File: config.mk
export PLATFORM = sky130hd
export DESIGN_NAME = march_bist
export DESIGN_NICKNAME = d
export VERILOG_FILES = /design/src/rtl/march_pkg.sv /design/src/rtl/march_ctrl.sv /design/src/rtl/march_dp.sv /design/src/rtl/march_bist.sv
export SDC_FILE = /design/constraint.sdc
export NUM_CORES = 1
export LEC_CHECK = 0
export BUFFER_PORTS_ARGS = -buffer_cell sky130_fd_sc_hd__buf_4
export CAP_MARGIN = 0
export CELL_PAD_IN_SITES_DETAIL_PLACEMENT = 0
export CELL_PAD_IN_SITES_GLOBAL_PLACEMENT = 2
export CORE_MARGIN = 4
export CORE_UTILIZATION = 40
export DETAILED_ROUTE_END_ITERATION = 6
export PLACE_DENSITY_LB_ADDON = 0.1
export SKIP_CTS_REPAIR_TIMING = 1
export SLEW_MARGIN = 0
export SYNTH_ARGS = -nofsm -noshare
export SYNTH_HDL_FRONTEND = slang
export SYNTH_SLANG_ARGS = --single-unit
File: constraint.sdc
create_clock -name clk -period 6.2 [get_ports clk]
set_clock_uncertainty 0.1 [all_clocks]
set_input_delay 0.62 -clock clk [delete_from_list [all_inputs] [get_ports clk]]
set_output_delay 0.62 -clock clk [all_outputs]
set_load 0.01 [all_outputs]
File: src/rtl/march_pkg.sv
package march_pkg;

  localparam int OPS_MAX = 6;
  localparam int ELEM_W  = 3;
  localparam int OPIX_W  = 3;
  localparam int ALGO_W  = 3;

  typedef struct packed {
    logic isWrite;
    logic val;
  } marchOp_t;

  typedef struct packed {
    logic                  last;
    logic                  down;
    logic [OPIX_W-1:0]     nOps;
    marchOp_t [OPS_MAX-1:0] ops;
  } marchElem_t;

  typedef struct packed {
    logic clear;
    logic loadAddr;
    logic loadDown;
    logic step;
    logic rdIssue;
    logic rdExp;
  } dpStrobe_t;

  localparam marchOp_t RD0 = '{isWrite: 1'b0, val: 1'b0};
  localparam marchOp_t RD1 = '{isWrite: 1'b0, val: 1'b1};
  localparam marchOp_t WR0 = '{isWrite: 1'b1, val: 1'b0};
  localparam marchOp_t WR1 = '{isWrite: 1'b1, val: 1'b1};

  function automatic marchElem_t mkElem(input logic last, input logic down,
                                        input logic [OPIX_W-1:0] n,
                                        input marchOp_t a, input marchOp_t b = '0,
                                        input marchOp_t c = '0, input marchOp_t d = '0,
                                        input marchOp_t f = '0, input marchOp_t g = '0);
    marchElem_t r;
    r.last = last;
    r.down = down;
    r.nOps = n;
    r.ops  = {g, f, d, c, b, a};
    return r;
  endfunction

  function automatic marchElem_t algoElem(input logic [ALGO_W-1:0] algo,
                                          input logic [ELEM_W-1:0] idx);
    marchElem_t r;
    r = mkElem(1'b0, 1'b0, 3'd1, WR0);
    case (algo)
      3'd1: case (idx)
        3'd0: r = mkElem(1'b0, 1'b0, 3'd1, WR0);
        3'd1: r = mkElem(1'b0, 1'b0, 3'd2, RD0, WR1);
        default: r = mkElem(1'b1, 1'b1, 3'd3, RD1, WR0, RD0);
      endcase
      3'd2: case (idx)
        3'd0: r = mkElem(1'b0, 1'b0, 3'd1, WR0);
        3'd1: r = mkElem(1'b0, 1'b0, 3'd2, RD0, WR1);
        3'd2: r = mkElem(1'b0, 1'b1, 3'd2, RD1, WR0);
        default: r = mkElem(1'b1, 1'b0, 3'd1, RD0);
      endcase
      3'd3: case (idx)
        3'd0: r = mkElem(1'b0, 1'b0, 3'd1, WR0);
        3'd1: r = mkElem(1'b0, 1'b0, 3'd2, RD0, WR1);
        3'd2: r = mkElem(1'b0, 1'b0, 3'd2, RD1, WR0);
        3'd3: r = mkElem(1'b0, 1'b1, 3'd2, RD0, WR1);
        3'd4: r = mkElem(1'b0, 1'b1, 3'd2, RD1, WR0);
        default: r = mkElem(1'b1, 1'b0, 3'd1, RD0);
      endcase
      3'd4: case (idx)
        3'd0: r = mkElem(1'b0, 1'b0, 3'd1, WR0);
        3'd1: r = mkElem(1'b0, 1'b0, 3'd3, RD0, WR1, RD1);
        3'd2: r = mkElem(1'b0, 1'b1, 3'd3, RD1, WR0, RD0);
        default: r = mkElem(1'b1, 1'b0, 3'd1, RD0);
      endcase
      3'd5: case (idx)
        3'd0: r = mkElem(1'b0, 1'b0, 3'd1, WR0);
        3'd1: r = mkElem(1'b0, 1'b0, 3'd4, RD0, WR1, WR0, WR1);
        3'd2: r = mkElem(1'b0, 1'b0, 3'd3, RD1, WR0, WR1);
        3'd3: r = mkElem(1'b0, 1'b1, 3'd4, RD1, WR0, WR1, WR0);
        default: r = mkElem(1'b1, 1'b1, 3'd3, RD0, WR1, WR0);
      endcase
      default: case (idx)
        3'd0: r = mkElem(1'b0, 1'b0, 3'd1, WR0);
        3'd1: r = mkElem(1'b0, 1'b0, 3'd2, RD0, WR1);
        default: r = mkElem(1'b1, 1'b1, 3'd2, RD1, WR0);
      endcase
    endcase
    return r;
  endfunction

  function automatic logic elemDown(input logic [ALGO_W-1:0] algo,
                                    input logic [ELEM_W-1:0] idx);
    marchElem_t r;
    r = algoElem(algo, idx);
    return r.down;
  endfunction

endpackage

File: src/rtl/march_ctrl.sv
module march_ctrl
  import march_pkg::*;
(
  input  logic              clk,
  input  logic              rstN,
  input  logic              start,
  input  logic [ALGO_W-1:0] algoSel,
  input  logic              stopOnFail,
  input  logic              addrLast,
  input  logic              mismatch,
  output dpStrobe_t         strobe,
  output logic [ELEM_W-1:0] elemIdx,
  output logic              memEn,
  output logic              memWe,
  output logic              memWdata,
  output logic              busy,
  output logic              done
);

  typedef enum logic [1:0] {S_IDLE, S_RUN, S_FLUSH, S_DONE} state_t;

  state_t            stateQ, stateD;
  logic [ELEM_W-1:0] elemQ, elemD;
  logic [OPIX_W-1:0] opQ, opD;
  logic [ALGO_W-1:0] algoQ, algoD;
  marchElem_t        curElem;
  marchOp_t          curOp;
  logic              nextDown, firstDown;

  assign curElem   = algoElem(algoQ, elemQ);
  assign curOp     = curElem.ops[opQ];
  assign nextDown  = elemDown(algoQ, elemQ + 3'd1);
  assign firstDown = elemDown(algoSel, '0);

  always_comb begin
    stateD   = stateQ;
    elemD    = elemQ;
    opD      = opQ;
    algoD    = algoQ;
    strobe   = '0;
    memEn    = 1'b0;
    memWe    = 1'b0;
    memWdata = 1'b0;
    case (stateQ)
      S_IDLE, S_DONE: begin
        if (start) begin
          stateD          = S_RUN;
          elemD           = '0;
          opD             = '0;
          algoD           = algoSel;
          strobe.clear    = 1'b1;
          strobe.loadAddr = 1'b1;
          strobe.loadDown = firstDown;
        end
      end
      S_RUN: begin
        memEn          = 1'b1;
        memWe          = curOp.isWrite;
        memWdata       = curOp.val;
        strobe.rdIssue = ~curOp.isWrite;
        strobe.rdExp   = curOp.val;
        if (mismatch && stopOnFail) begin
          stateD = S_DONE;
        end else if (opQ == curElem.nOps - 3'd1) begin
          opD = '0;
          if (addrLast) begin
            if (curElem.last) begin
              stateD = S_FLUSH;
            end else begin
              elemD           = elemQ + 3'd1;
              strobe.loadAddr = 1'b1;
              strobe.loadDown = nextDown;
            end
          end else begin
            strobe.step = 1'b1;
          end
        end else begin
          opD = opQ + 3'd1;
        end
      end
      default: stateD = S_DONE;
    endcase
  end

  always_ff @(posedge clk or negedge rstN) begin
    if (!rstN) begin
      stateQ <= S_IDLE;
      elemQ  <= '0;
      opQ    <= '0;
      algoQ  <= '0;
    end else begin
      stateQ <= stateD;
      elemQ  <= elemD;
      opQ    <= opD;
      algoQ  <= algoD;
    end
  end

  assign elemIdx = elemQ;
  assign busy    = (stateQ == S_RUN) || (stateQ == S_FLUSH);
  assign done    = (stateQ == S_DONE);

endmodule

File: src/rtl/march_dp.sv
module march_dp
  import march_pkg::*;
#(
  parameter int AW = 4
) (
  input  logic              clk,
  input  logic              rstN,
  input  dpStrobe_t         strobe,
  input  logic [ELEM_W-1:0] elemIdx,
  input  logic              memRdata,
  output logic [AW-1:0]     addr,
  output logic              addrLast,
  output logic              mismatch,
  output logic              fail,
  output logic [AW-1:0]     failAddr,
  output logic [ELEM_W-1:0] failElem
);

  localparam logic [AW-1:0] ADDR_MAX = '1;

  logic [AW-1:0]     addrQ, rdAddrQ;
  logic              downQ, rdPendQ, rdExpQ;
  logic [ELEM_W-1:0] rdElemQ;

  assign addr     = addrQ;
  assign addrLast = downQ ? (addrQ == '0) : (addrQ == ADDR_MAX);
  assign mismatch = rdPendQ && (memRdata != rdExpQ);

  always_ff @(posedge clk or negedge rstN) begin
    if (!rstN) begin
      addrQ <= '0;
      downQ <= 1'b0;
    end else if (strobe.loadAddr) begin
      addrQ <= strobe.loadDown ? ADDR_MAX : '0;
      downQ <= strobe.loadDown;
    end else if (strobe.step) begin
      addrQ <= downQ ? addrQ - 1'b1 : addrQ + 1'b1;
    end
  end

  always_ff @(posedge clk or negedge rstN) begin
    if (!rstN) begin
      rdPendQ <= 1'b0;
      rdExpQ  <= 1'b0;
      rdAddrQ <= '0;
      rdElemQ <= '0;
    end else begin
      rdPendQ <= strobe.rdIssue;
      rdExpQ  <= strobe.rdExp;
      rdAddrQ <= addrQ;
      rdElemQ <= elemIdx;
    end
  end

  always_ff @(posedge clk or negedge rstN) begin
    if (!rstN) begin
      fail     <= 1'b0;
      failAddr <= '0;
      failElem <= '0;
    end else if (strobe.clear) begin
      fail     <= 1'b0;
      failAddr <= '0;
      failElem <= '0;
    end else if (mismatch && !fail) begin
      fail     <= 1'b1;
      failAddr <= rdAddrQ;
      failElem <= rdElemQ;
    end
  end

endmodule

File: src/rtl/march_bist.sv
module march_bist
  import march_pkg::*;
#(
  parameter int AW = 4
) (
  input  logic              clk,
  input  logic              rstN,
  input  logic              start,
  input  logic [ALGO_W-1:0] algoSel,
  input  logic              stopOnFail,
  output logic              memEn,
  output logic              memWe,
  output logic [AW-1:0]     memAddr,
  output logic              memWdata,
  input  logic              memRdata,
  output logic              busy,
  output logic              done,
  output logic              fail,
  output logic [AW-1:0]     failAddr,
  output logic [ELEM_W-1:0] failElem
);

  dpStrobe_t         strobe;
  logic [ELEM_W-1:0] elemIdx;
  logic              addrLast, mismatch;

  march_ctrl ctrl_i (
    .clk(clk), .rstN(rstN), .start(start), .algoSel(algoSel),
    .stopOnFail(stopOnFail), .addrLast(addrLast), .mismatch(mismatch),
    .strobe(strobe), .elemIdx(elemIdx), .memEn(memEn), .memWe(memWe),
    .memWdata(memWdata), .busy(busy), .done(done)
  );

  march_dp #(.AW(AW)) dp_i (
    .clk(clk), .rstN(rstN), .strobe(strobe), .elemIdx(elemIdx),
    .memRdata(memRdata), .addr(memAddr), .addrLast(addrLast),
    .mismatch(mismatch), .fail(fail), .failAddr(failAddr), .failElem(failElem)
  );

endmodule

==> summary.txt <==
Outcome
  • Status: complete, no violations

Clock network
  • Root Buffer: clkbuf_8
  • H-Tree Depth: 2
  • CTS tree: built
  • Clock Sinks: 33
  • Clock latency at the later pin of the worst-skew pair: 0.28 ns
  • Num CTS Buffers: 5
  • Clock edge transition at the registers on the reported setup and hold paths: 0.07 ns
  • Clock tree buffer depth: 2

Power
  • Pwr per Cell Area: 436 mW/mm^2
  • Worst VDD drop: 0.297 mV
  • Lkg Pwr: 1.19 nW

Placed design
  • Dpl ws: 2.23 ns
  • RD Place Congestion: 0.779
  • Dpl cell area: 0.00255 sq mm
  • Dpl hpwl: 4030 um
  • Input/output buffers: 24

Yosys
  • Most common flop cell mapped by yosys: dfrtp_1
  • Avg Inst Size Synth: 9.83 sq um
  • EDFF count, synth: 0
  • Distinct cells, synth: 65
  • Synthesized netlist net count: 261
  • Ys Warns: 0
  • Seq/Total Area, Yosys: 35.3%
  • Cell count after synthesis: 238
  • Synthesized area: 0.00234 sq mm
  • Yosys reg bits: 33
  • Post-synth ARST share: 100%

Cells and area
  • P&R area growth vs syn: 12.7%
  • Commonest cells after routing, fill and taps aside: dfrtp_1, buf_4, nand2_1, nor2_1, o21ai_0
  • Nets: 283
  • Register area: 826 sq um
  • # fillers: 564
  • N_diodes: 0
  • Area of the multi-input gates: 0.00141 sq mm
  • Design area: 0.00264 sq mm
  • Share of cells above drive strength 1: 21.8%
  • Most common cell after layout, fill and taps aside: dfrtp_1

Detailed routing
  • Average wire per standard cell: 16.1 um
  • Via density: 5.50
  • 1st-pass router iterations: 5
  • Detail Route Antenna Nets: 0
  • WL final: 5350 um
  • DRC viols: 0
  • Via count: 1,833
  • DRT iter0 DRCs: 106

Die
  • Core ar.: 0.00557 sq mm
  • Chip Width: 84.5 um
  • Row cnt: 27
  • I/O pin count: 25
  • Initial Utilization: 42.0%
  • Die area: 0.00714 sq mm
  • Die H: 84.5 um

STA
  • Max-slew violation count: 0
  • Crit path time final: 4.03 ns
  • Hold Vio Cnt, Final: 0
  • # setup viols final: 0
  • Period utilization: 65.0%
  • Slew headroom: 46.6%
  • Minimum hold slack: 0.168 ns
  • Fmax: 248 MHz
  • Final setup margin: 2.17 ns
  • Unrepaired setup endpoints after global routing: no
  • TNS Setup: 0 ns
  • Worst-margin pin slew: 0.797 ns

Job
  • MaxCap Viol Count: 0

Global routing
  • Total track usage: 15.6%
  • Initial antenna violation count: 0
  • Global-route wire length before repair: 9060 um
  • Vias in the first global route: 1,724
  • Largest net degree at the start of global routing: 34
  • GRT overflow: 0

Worst setup path
  • R2R depth: 14
  • End of the critical path: dp_i.addr[2]
  • Critical path endpoint category: register
  • FF-to-FF Start: ctrl_i.elemIdx[2]
  • Worst Setup SP: ctrl_i.elemIdx[2]
  • Critical path type: register to register
  • Critical path arrival: 4.14 ns
  • CP required: 6.31 ns
  • Reg2Reg Setup Slack: 2.17 ns
  • Reg2reg end: dp_i.addr[2]
  • Worst Setup Start Kind: register
  • Crit path max fanout: 15

Hold path
  • Hold Path Class: input port to asynchronous set/reset pin
-- registers in the layout, indices dropped and copies added, names as in the netlist --
register        flops
ctrl_i.opQ          3
dp_i.fail           1
dp_i.failAddr       4
dp_i.addr           4
dp_i.rdAddrQ        4
ctrl_i.algoQ        3
dp_i.downQ          1
dp_i.failElem       3
dp_i.rdExpQ         1
ctrl_i.stateQ       2
dp_i.rdPendQ        1
dp_i.rdElemQ        3
ctrl_i.elemIdx      3
-- critical path, stage by stage (launching register included) --
cell	delay [ns]
dfrtp_1	0.64
inv_2	0.11
ha_1	0.30
or3_1	0.38
a31oi_1	0.22
o21bai_2	0.18
a211oi_4	0.11
ha_1	0.22
xnor2_1	0.18
xnor2_1	0.16
nand2_2	0.14
or4_1	0.54
o32ai_4	0.32
or2_1	0.20
a2bb2oi_1	0.16
-- report_power, final --
group	internal [W]	leakage [nW]	switching [W]
combinational	0.000280	0.710	0.000325
clock	0.0000774	0.0439	0.0000800
sequential	0.000275	0.434	0.000113
-- metal layers --
layer	vias up	global-route usage [%]	wire [um]
met4	0	3.45	39
li1	922	-	-
met1	868	24.5	2750
met2	39	21.4	2260
met3	4	3.63	297
met5	-	0	0
-- Yosys cell counts, types with 2 or more instances --
library cell  number  share of area, %
o22ai_1            3              0.80
nor3b_1            2              0.64
or3_1              3              0.80
ha_1              14               7.5
mux2i_1            2              0.86
xnor2_1            3               1.1
mux2_2             6               2.9
clkbuf_1           5              0.80
a31oi_1            4               1.1
and3_1             4               1.1
nor3_1             7               1.5
and2_1             2              0.53
or2_1              2              0.53
nor2_1            16               2.6
a21o_2             3               1.1
buf_6              3               1.4
o21ai_0           16               3.4
xor2_1             3               1.1
a21oi_1            7               1.5
nor4_1             2              0.53
o21ai_1            2              0.43
a22oi_1            2              0.64
nand2b_1           2              0.53
dfrtp_1           33                35
nand3_1            7               1.5
nand2_1           16               2.6
a22o_1            11               4.1
o21a_1             5               1.6
o21bai_1           3              0.96
a311oi_1           2              0.75
a2bb2oi_1          3               1.1
inv_1             12               1.9
-- layout make-up --
cell class / instances / area share, %
clock buffers: 5 / 2.61
clock inverters: 3 / 0.664
inverters: 13 / 1.85
multi-input cells: 183 / 53.3
flip-flops and latches: 33 / 31.3
well taps: 72 / 3.42
repair buffers: 24 / 6.83
-- metrics by stage --
stage                     util [%]  instances  power (W)
after CTS                     47.3        333    0.00116
after floorplan                  -        238   0.000832
after global placement        45.7        325   0.000997
after detailed placement      45.7        325   0.000998
final                         47.3        333    0.00115
after global routing          47.3        333    0.00125
-- cells by family (layout without fill, tap and decap cells) --
group / after synthesis / in the layout / share of synthesized area, %
AO/OA/AOI/OAI: 77 / 77 / 25.0
buffers and inverters: 22 / 45 / 4.65
flip-flops: 33 / 33 / 35.3
XOR/XNOR: 7 / 7 / 3.42
adder cells (fa/ha/maj): 15 / 15 / 8.34
multiplexers: 9 / 9 / 4.22
AND/OR/NAND/NOR: 75 / 75 / 19.0
-- worst min-delay path by stage --
| stage | endpoint | slack, ns | from | cells past startpoint |
|---|---|---|---|---|
| 2_1_floorplan | ctrl_i.algoQ[0] | 0.22 | rstN | 0 |
| 3_3_place_gp | dp_i.failAddr[2] | 0.35 | dp_i.rdAddrQ[2] | 1 |
| 3_5_place_dp | dp_i.failAddr[0] | 0.35 | dp_i.rdAddrQ[0] | 1 |
| 4_1_cts | ctrl_i.opQ[0] | 0.18 | rstN | 1 |
| 5_1_grt | ctrl_i.opQ[0] | 0.20 | rstN | 1 |
| 6_report | ctrl_i.opQ[0] | 0.17 | rstN | 1 |
Note: power is estimated with default switching activity, not from simulation.
